==> config.mk <==
export PLATFORM = sky130hd
export DESIGN_NAME = req_deadlock_watchdog
export DESIGN_NICKNAME = d
export VERILOG_FILES = /design/src/rtl/wdog_pkg.sv /design/src/rtl/wdog_cycle_timer.sv /design/src/rtl/wdog_slot_table.sv /design/src/rtl/wdog_scan_ctrl.sv /design/src/rtl/req_deadlock_watchdog.sv
export SDC_FILE = /design/constraint.sdc
export NUM_CORES = 1
export LEC_CHECK = 0
export BUFFER_PORTS_ARGS = -buffer_cell sky130_fd_sc_hd__buf_2
export CAP_MARGIN = 30
export CORE_MARGIN = 5
export CORE_UTILIZATION = 65
export DETAILED_ROUTE_END_ITERATION = 6
export MAX_ROUTING_LAYER = met4
export PLACE_DENSITY = 0.83
export SETUP_SLACK_MARGIN = 0.1
export SLEW_MARGIN = 15
export SYNTH_ARGS = -nofsm -noshare
export SYNTH_HDL_FRONTEND = slang
export SYNTH_SLANG_ARGS = --single-unit
==> constraint.sdc <==
create_clock -name clk -period 14 [get_ports clk]
set_clock_uncertainty 0.1 [all_clocks]
set_input_delay 2.8 -clock clk [delete_from_list [all_inputs] [get_ports clk]]
set_output_delay 2.8 -clock clk [all_outputs]
set_load 0.02 [all_outputs]
==> src/rtl/wdog_pkg.sv <==
package wdog_pkg;

  localparam int unsigned TS_W = 32;

  typedef logic [TS_W-1:0] stamp_t;

  typedef enum logic [1:0] {
    WD_IDLE = 2'd0,
    WD_WAIT = 2'd1,
    WD_SCAN = 2'd2
  } wd_state_e;

  // Unsigned wraparound age of a request
  function automatic stamp_t age_of(stamp_t now_t, stamp_t issued_t);
    return now_t - issued_t;
  endfunction

  // A request is stuck once its age reaches the limit
  function automatic logic is_stuck(stamp_t now_t, stamp_t issued_t, stamp_t limit_t);
    return age_of(now_t, issued_t) >= limit_t;
  endfunction

  // Time at which the next check fires
  function automatic stamp_t due_after(stamp_t now_t, stamp_t limit_t);
    return now_t + limit_t;
  endfunction

endpackage

==> src/rtl/wdog_cycle_timer.sv <==
module wdog_cycle_timer
  import wdog_pkg::*;
(
  input  logic   clk,
  input  logic   rst_n,
  output stamp_t now
);

  always_ff @(posedge clk) begin
    if (!rst_n) now <= '0;
    else        now <= now + stamp_t'(1);
  end

endmodule

==> src/rtl/wdog_slot_table.sv <==
module wdog_slot_table
  import wdog_pkg::*;
#(
  parameter int unsigned SLOTS = 8,
  parameter int unsigned IDX_W = 3,
  parameter int unsigned CNT_W = 4
) (
  input  logic                   clk,
  input  logic                   rst_n,
  input  logic                   ins_valid,
  input  logic [IDX_W-1:0]       ins_slot,
  input  logic                   ins_write,
  input  logic                   rem_valid,
  input  logic [IDX_W-1:0]       rem_slot,
  input  stamp_t                 now,
  output logic [SLOTS-1:0]       vld,
  output stamp_t [SLOTS-1:0]     stamp,
  output logic [CNT_W-1:0]       count_q,
  output logic [CNT_W-1:0]       count_d,
  output logic                   count_err
);

  logic [SLOTS-1:0] wr;
  logic [CNT_W-1:0] n_rd;
  logic [CNT_W-1:0] n_wr;
  logic             mismatch;

  generate
    for (genvar i = 0; i < SLOTS; i++) begin : g_slot
      logic take_ins;
      logic take_rem;
      assign take_ins = ins_valid && (ins_slot == IDX_W'(i));
      assign take_rem = rem_valid && (rem_slot == IDX_W'(i));

      always_ff @(posedge clk) begin
        if (!rst_n) begin
          vld[i]   <= 1'b0;
          wr[i]    <= 1'b0;
          stamp[i] <= '0;
        end else if (take_ins) begin
          vld[i]   <= 1'b1;
          wr[i]    <= ins_write;
          stamp[i] <= now;
        end else if (take_rem) begin
          vld[i]   <= 1'b0;
        end
      end
    end
  endgenerate

  // Counter kept separately from the slot bits, as a cross-check
  always_comb begin
    count_d = count_q + CNT_W'(ins_valid) - CNT_W'(rem_valid);
  end

  always_ff @(posedge clk) begin
    if (!rst_n) count_q <= '0;
    else        count_q <= count_d;
  end

  // Occupied read-class and write-class entries
  always_comb begin
    n_rd = '0;
    n_wr = '0;
    for (int k = 0; k < SLOTS; k++) begin
      n_rd = n_rd + CNT_W'(vld[k] & ~wr[k]);
      n_wr = n_wr + CNT_W'(vld[k] &  wr[k]);
    end
    mismatch = (count_q != (n_rd + n_wr));
  end

  always_ff @(posedge clk) begin
    if (!rst_n)        count_err <= 1'b0;
    else if (mismatch) count_err <= 1'b1;
  end

endmodule

==> src/rtl/wdog_scan_ctrl.sv <==
module wdog_scan_ctrl
  import wdog_pkg::*;
#(
  parameter int unsigned SLOTS = 8,
  parameter int unsigned IDX_W = 3
) (
  input  logic               clk,
  input  logic               rst_n,
  input  stamp_t             now,
  input  stamp_t             thr,
  input  logic               ins_valid,
  input  logic [SLOTS-1:0]   vld,
  input  stamp_t [SLOTS-1:0] stamp,
  input  logic               busy_next,
  output logic               armed,
  output logic               scan_active,
  output logic               scan_last,
  output logic               hit,
  output logic               deadlock,
  output logic [IDX_W-1:0]   dl_slot
);

  wd_state_e        state_q;
  stamp_t           due_q;
  logic [IDX_W-1:0] idx_q;

  always_comb begin
    armed       = (state_q == WD_WAIT);
    scan_active = (state_q == WD_SCAN);
    scan_last   = scan_active && (idx_q == IDX_W'(SLOTS - 1));
    hit         = scan_active && vld[idx_q] && is_stuck(now, stamp[idx_q], thr);
  end

  always_ff @(posedge clk) begin
    if (!rst_n) begin
      state_q <= WD_IDLE;
      due_q   <= '0;
      idx_q   <= '0;
    end else begin
      case (state_q)
        WD_IDLE: begin
          if (ins_valid) begin
            due_q   <= due_after(now, thr);
            state_q <= WD_WAIT;
          end
        end
        WD_WAIT: begin
          if (now == due_q) begin
            idx_q   <= '0;
            state_q <= WD_SCAN;
          end
        end
        WD_SCAN: begin
          idx_q <= idx_q + IDX_W'(1);
          if (scan_last) begin
            if (busy_next) begin
              due_q   <= due_after(now, thr);
              state_q <= WD_WAIT;
            end else begin
              state_q <= WD_IDLE;
            end
          end
        end
        default: state_q <= WD_IDLE;
      endcase
    end
  end

  // First stuck slot wins, held until reset
  always_ff @(posedge clk) begin
    if (!rst_n) begin
      deadlock <= 1'b0;
      dl_slot  <= '0;
    end else if (hit && !deadlock) begin
      deadlock <= 1'b1;
      dl_slot  <= idx_q;
    end
  end

endmodule

==> src/rtl/req_deadlock_watchdog.sv <==
module req_deadlock_watchdog
  import wdog_pkg::*;
#(
  parameter int unsigned SLOTS = 8,
  localparam int unsigned IDX_W = $clog2(SLOTS),
  localparam int unsigned CNT_W = $clog2(SLOTS + 1)
) (
  input  logic             clk,
  input  logic             rst_n,
  input  logic [TS_W-1:0]  i_threshold,
  input  logic             i_ins_valid,
  input  logic [IDX_W-1:0] i_ins_slot,
  input  logic             i_ins_write,
  input  logic             i_rem_valid,
  input  logic [IDX_W-1:0] i_rem_slot,
  output logic [CNT_W-1:0] o_outstanding,
  output logic             o_scan_active,
  output logic             o_deadlock,
  output logic [IDX_W-1:0] o_dl_slot,
  output logic             o_count_err
);

  stamp_t             w_now;
  logic [SLOTS-1:0]   w_vld;
  stamp_t [SLOTS-1:0] w_stamp;
  logic [CNT_W-1:0]   w_count;
  logic [CNT_W-1:0]   w_count_d;
  logic               w_count_err;
  logic               w_busy_next;
  logic               w_armed;
  logic               w_scan_active;
  logic               w_scan_last;
  logic               w_hit;
  logic               w_deadlock;
  logic [IDX_W-1:0]   w_dl_slot;

  wdog_cycle_timer u_timer (
    .clk   (clk),
    .rst_n (rst_n),
    .now   (w_now)
  );

  wdog_slot_table #(
    .SLOTS (SLOTS),
    .IDX_W (IDX_W),
    .CNT_W (CNT_W)
  ) u_table (
    .clk       (clk),
    .rst_n     (rst_n),
    .ins_valid (i_ins_valid),
    .ins_slot  (i_ins_slot),
    .ins_write (i_ins_write),
    .rem_valid (i_rem_valid),
    .rem_slot  (i_rem_slot),
    .now       (w_now),
    .vld       (w_vld),
    .stamp     (w_stamp),
    .count_q   (w_count),
    .count_d   (w_count_d),
    .count_err (w_count_err)
  );

  assign w_busy_next = (w_count_d != '0);

  wdog_scan_ctrl #(
    .SLOTS (SLOTS),
    .IDX_W (IDX_W)
  ) u_scan (
    .clk         (clk),
    .rst_n       (rst_n),
    .now         (w_now),
    .thr         (i_threshold),
    .ins_valid   (i_ins_valid),
    .vld         (w_vld),
    .stamp       (w_stamp),
    .busy_next   (w_busy_next),
    .armed       (w_armed),
    .scan_active (w_scan_active),
    .scan_last   (w_scan_last),
    .hit         (w_hit),
    .deadlock    (w_deadlock),
    .dl_slot     (w_dl_slot)
  );

  assign o_outstanding = w_count;
  assign o_scan_active = w_scan_active;
  assign o_deadlock    = w_deadlock;
  assign o_dl_slot     = w_dl_slot;
  assign o_count_err   = w_count_err;

endmodule

; Yosys cells after proc, flatten, opt, wreduce, memory -nomap -nowiden
; Index checks and enable logic that the tools add are counted.
[totals]
reg_bits = 350
latch_bits = 0
mem_bits_rw = 0
mem_bits_ro = 0
input_bits = 43
output_inout_bits = 10
word_cells = 171
n_memories = 0
[op_classes]
add_sub_neg = 21
multipliers = 0
n_div = 0
n_lt_le_gt_ge = 2
eq_ne = 23
shifts = 0
muxes = 31
n_bitwise = 24
reduce_logical = 38
[ops]
columns = cell, n
row1 = 32-bit 2-to-1 mux, 4
row2 = 32-bit binary-select mux with 3-bit select, 1
row3 = 32-bit one-hot mux with 2 select lines, 1
row4 = 4-bit adder, 15
row5 = "32-bit by 1-bit adder with 32-bit output, second input constant", 1
row6 = 32-bit adder, 1
row7 = 1-bit by 4-bit AND with 4-bit output, 8
row8 = 32-bit equality test, 1
row9 = 32-bit greater-or-equal comparator, 1
row10 = 1-bit inverter with 4-bit output, 8
row11 = 32-bit subtractor, 1
row12 = "3-bit equality test, second input constant", 9
row13 = 1-bit logical AND, 20
row14 = 2-bit nonzero test, 10
row15 = 1-bit 2-to-1 mux, 18
row16 = "3-bit by 2-bit equality test with 1-bit output, second input constant", 4
row17 = 1-bit AND, 8
row18 = "3-bit by 1-bit equality test with 1-bit output, second input constant", 2
row19 = 3-bit logical NOT, 2
row20 = 2-bit 2-to-1 mux, 3
row21 = 2-bit one-hot mux with 3 select lines, 1
row22 = 3-bit one-hot mux with 2 select lines, 1
row23 = 4-bit by 1-bit adder with 4-bit output, 1
row24 = "3-bit by 4-bit < comparator with 1-bit output, second input constant", 1
row25 = 15 further kinds, 17

; Logic depth before layout (Yosys ltp)
[depth]
depth_word = 11
depth_mapped = 25
mapped_depth_nobuf = 22

; Hierarchy
; Synthesis repeated with hierarchy kept, for this count alone.
[hier_totals]
cells_unflattened = 2411
area_unflattened_um2 = 20684.8
[by_module_without_submodules]
columns = module, n_inst, cells_per_inst, area_each_um2, seq_area_each_um2
row1 = wdog_slot_table, 1, 1305, 11229.5, 5545.3
row2 = wdog_scan_ctrl, 1, 937, 7981.4, 820.8
row3 = wdog_cycle_timer, 1, 168, 1466.4, 640.6
row4 = req_deadlock_watchdog, 1, 1, 7.5, 0.0

; Worst setup path before layout
; Ideal clock, no wire load.
[synth_path]
kind = register to register
startpoint = register u_scan.idx_q[1]
endpoint = register u_scan.dl_slot[2]
setup_time_ns = 0.123
arrival_ns = 4.915
required_time_ns = 13.777
path_slack_ns = 8.863
stages_incl_launch_ff = 24
path_buffers = 3
period_less_slack_ns = 5.137
cell_sequence = dfxtp_1 > clkbuf_1 > clkbuf_1 > clkbuf_1 > mux4_2 > mux2i_1 > ha_1 > a21o_1 > a211o_1 > o21bai_1 > nand2_1 > a41oi_2 > o21ai_1 > o31ai_2 > xnor2_1 > ha_1 > a21o_1 > a21o_1 > a21oi_1 > o21ai_0 > o31a_1 > a31o_2 > nand3_1 > o21ai_0
[synth_via]
elab_chain_len = 6
elab_cells_between_ends = 9
cone_classes = add/sub: 1 / order compare: 1 / mux: 4 / reduce/logical: 3
[synth_rtl]
columns = element, line
row1 = start: declaration, wdog_scan_ctrl.sv:25  ; logic [IDX_W-1:0] idx_q;
row2 = start signal: assignment, wdog_scan_ctrl.sv:54  ; idx_q <= idx_q + IDX_W'(1);
row3 = 32-bit binary-select mux with 3-bit select, wdog_scan_ctrl.sv:31  ; hit = scan_active && vld[idx_q] && is_stuck(now, stamp[idx_q], thr);
row4 = 32-bit 2-to-1 mux (implied by the code), wdog_scan_ctrl.sv:31
row5 = 32-bit subtractor, wdog_pkg.sv:15  ; return now_t - issued_t;
row6 = 32-bit greater-or-equal comparator, wdog_pkg.sv:20  ; return age_of(now_t, issued_t) >= limit_t;
row7 = 1-bit logical AND (*), wdog_scan_ctrl.sv:31
row8 = 1-bit logical AND (*), wdog_scan_ctrl.sv:74  ; end else if (hit && !deadlock) begin
row9 = end signal: assignment, wdog_scan_ctrl.sv:76  ; dl_slot <= idx_q;
row10 = end: declaration, wdog_scan_ctrl.sv:20  ; output logic [IDX_W-1:0] dl_slot
; Every way passes the cells marked *; elsewhere a longest branch is shown, timed or not. The select of a mux whose other input is x is not followed.
; A chain may end at the register's enable or synchronous reset.

; Worst setup path after layout
[layout_path]
startpoint = register u_scan.idx_q[0]
endpoint = register u_scan.dl_slot[1]
; The elaborated chain is that of the path after synthesis.

==> metrics.yaml <==
critical_path:
  start_kind: "flip-flop"
  worstPathMaxFanout: 48
  crit_arrival_ns: 6.39
  cp-end-kind: "flip-flop"
  crit_required_ns: 14.30
  path_class: "reg2reg"
synth:
  synthAdderAreaFrac_pct: 8.35
  synth_top_family_by_area: "simple AND/OR/NAND/NOR gates"
  ys_seq_elements: 350
  yosysWarnings: 0
  postSynthCellCount: 2336
  syn_area_per_cell_um2: 8.20
  synthXorXnorAreaFrac_pct: 5.72
  synth_compound_area_share_pct: 16.1
  synth_ff_type: "dfxtp_1"
  synth_fp_nets: 2499
  ys_seq_area_share_pct: 36.6
  synth_area_um2: 19100
  ys_async_sr_fraction_pct: 0
  synth-edff-count: 0
  yosys.cell_types.count: 69
  yosys.area_share.simple_pct: 19.0
  synth_mux_area_share_pct: 9.76
die:
  dieArea_um2: 33000
  die_h_um: 182
  rows: 62
  start_util_pct: 66.4
  io_pins: 53
  fp.dieW_um: 182
  core_um2: 28900
timing:
  grt_setup_unrepaired: "no"
  min_period_ns: 6.09
  slew_headroom_pct: 40.2
  fin_tns_setup_ns: 0
  tightest_slew_ns: 0.896
  final-hold-violation-count: 0
  finalCritPeriodShare_pct: 43.5
  fmax_mhz: 164
  setup_violations: 0
  slew_violations: 0
pwr:
  p_leak_nw: 7.76
  p_switching_mw: 0.564
  ir_worst_vdd_mv: 0.0925
  p_int_mw: 1.68
  swShare_pct: 25.1
  pwr-share-seq_pct: 45.7
  comb_power_share_pct: 10.3
  p_clk_share_pct: 44.0
  power_density_nw_per_um2: 108
global_route:
  grt_max_degree: 133
  grt_pass1_wl_um: 84300
  grt_usage_pct: 31.9
  antenna_found_initial: 0
  first_global_vias: 16500
  grt-ovfl-total: 0
drt:
  wire_per_inst_um: 19.5
  drtIter0Drc: 1733
  ant_nets: 0
  wirelength_um: 52600
  first_pass_iters: 7
  vias_per_cell: 6.24
  vias: 16900
  drc: 7
place:
  placed_cell_area_um2: 19500
  place.gp.congestion: 0.967
  io_buffer_count: 52
  place_hpwl_um: 34400
clocking:
  cts_tree: "built"
  h-tree-depth: 2
  cts_resized: 0
  cts_buffer_depth: 3
  worstSkewPairLatency_ns: 0.53
  cts.sinks: 350
  hold_buffers: 0
  clkTransAtPathRegs_ns: 0.06
  cts_root_buf: "clkbuf_16"
  post_cts_buffers: 0
  cts_buffers: 38
cells_and_area:
  nets: 2457
  layout.cells.most_common: "nand2_1"
  area_delta_synth_final_pct: 8.35
  final_cell_mix: "616 x nand2_1, 355 x a21oi_1, 347 x dfxtp_1"
  stdcell_area_um2: 20700
  diodes: 0
  drive_gt1_share_pct: 9.73
flow_run:
  maxCapViolCount: 0
run_status:
  status: "complete, but fails checks"
  violations: "DRC"
min_path:
  hold_path_class: "reg2reg"
critical path, cell delays in order (launching register included):
cell	delay, ns
dfxtp_4	0.63
buf_4	0.76
mux4_2	0.59
mux2i_1	0.31
ha_1	0.36
o211ai_1	0.24
a21oi_1	0.12
o21bai_1	0.26
nand2_1	0.15
a41oi_2	0.32
o21ai_1	0.17
o31ai_2	0.22
xnor2_1	0.15
ha_1	0.27
a21o_1	0.19
a21o_1	0.17
a21oi_1	0.16
o21ai_0	0.10
o31a_1	0.24
a31o_2	0.26
nand3_1	0.08
o21ai_0	0.08
worst paths after layout:
path,startpoint,end,slack [ns],depth (start not counted)
worst min register to register,u_table.stamp[217]$_SDFFE_PN0P_,u_table.stamp[217]$_SDFFE_PN0P_,0.35,2
worst max register to register,u_scan.idx_q[0]$_SDFFE_PN0P_,u_scan.dl_slot[1]$_SDFFE_PN0P_,7.91,21
worst max-delay path,u_scan.idx_q[0]$_SDFFE_PN0P_,u_scan.dl_slot[1]$_SDFFE_PN0P_,7.91,21
worst min-delay path,u_table.stamp[217]$_SDFFE_PN0P_,u_table.stamp[217]$_SDFFE_PN0P_,0.35,2
layout make-up:
class | instances | area (um2)
clock inverter | 13 | 140
tap | 384 | 480
multi-input combinational | 1760 | 11300
sequential | 350 | 7020
inverter | 69 | 267
clock buffer | 55 | 1090
fill | 2184 | 8110
timing repair buffer | 75 | 453
synthesized netlist by cell type (all sizes together), types with 8 or more instances:
cell | instances | share of area, %
mux2i | 37 | 1.9
o21ai | 61 | 1.6
xnor2 | 91 | 4.2
buf | 19 | 0.47
o211ai | 9 | 0.35
a21o | 39 | 1.5
fa | 13 | 1.4
and2 | 17 | 0.56
o21bai | 13 | 0.51
nand3 | 34 | 0.89
and3 | 11 | 0.36
xor2 | 34 | 1.6
nand2 | 616 | 12
nand4 | 23 | 0.75
nand2b | 18 | 0.59
inv | 68 | 1.3
a21oi | 355 | 9.3
nor2b | 14 | 0.46
nor3 | 14 | 0.37
mux4 | 66 | 7.8
ha | 107 | 7.0
dfxtp | 350 | 37
nor2 | 105 | 2.1
o21a | 8 | 0.31
clkbuf | 138 | 2.7
cells by family (layout without fill, tap and decap cells):
kind of cell    after synthesis  count (layout)
compound gates              537             537
xor+xnor                    125             125
flops                       350             350
fa+ha+maj                   120             120
simple gates                874             874
mux                         104             104
buf+inv                     226             212
power groups by stage:
stage	logic [mW]	clock network, mW	registers (mW)
after floorplan	0.164	0	1.05
after global placement	0.220	0	1.05
after detailed placement	0.227	0	1.05
after CTS	0.229	0.995	1.03
after global routing	0.255	1.04	1.03
final	0.231	0.988	1.03
registers in the layout, indices dropped and copies added (netlist names):
register,flops
u_table.count_err,1
u_table.wr,8
u_table.vld,8
u_table.count_q,4
u_scan.dl_slot,3
u_scan.idx_q,3
u_scan.due_q,32
u_table.stamp,256
u_scan.deadlock,1
u_timer.now,32
u_scan.state_q,2
through the flow:
stage	util (%)	setup slack, ns	instances	hold WS [ns]	total power [mW]
floorplan	-	8.86	2336	0.333	1.21
global placement	67.5	8.13	2637	0.339	1.27
detailed placement	67.6	7.95	2638	0.344	1.28
CTS	71.9	7.95	2706	0.352	2.25
global route	71.9	7.52	2706	0.365	2.32
finish	71.9	7.91	2706	0.352	2.25
routing by layer:
layer	vias up	wire [um]	track usage (%)	share of wire, %
met5	-	0	-	0
met4	0	2220	13.4	4.2
met3	183	4530	4.24	8.6
met2	782	24300	50.8	46
met1	8028	21600	41.1	41
li1	7898	-	-	-
Note: power is estimated with default switching activity, not from simulation.
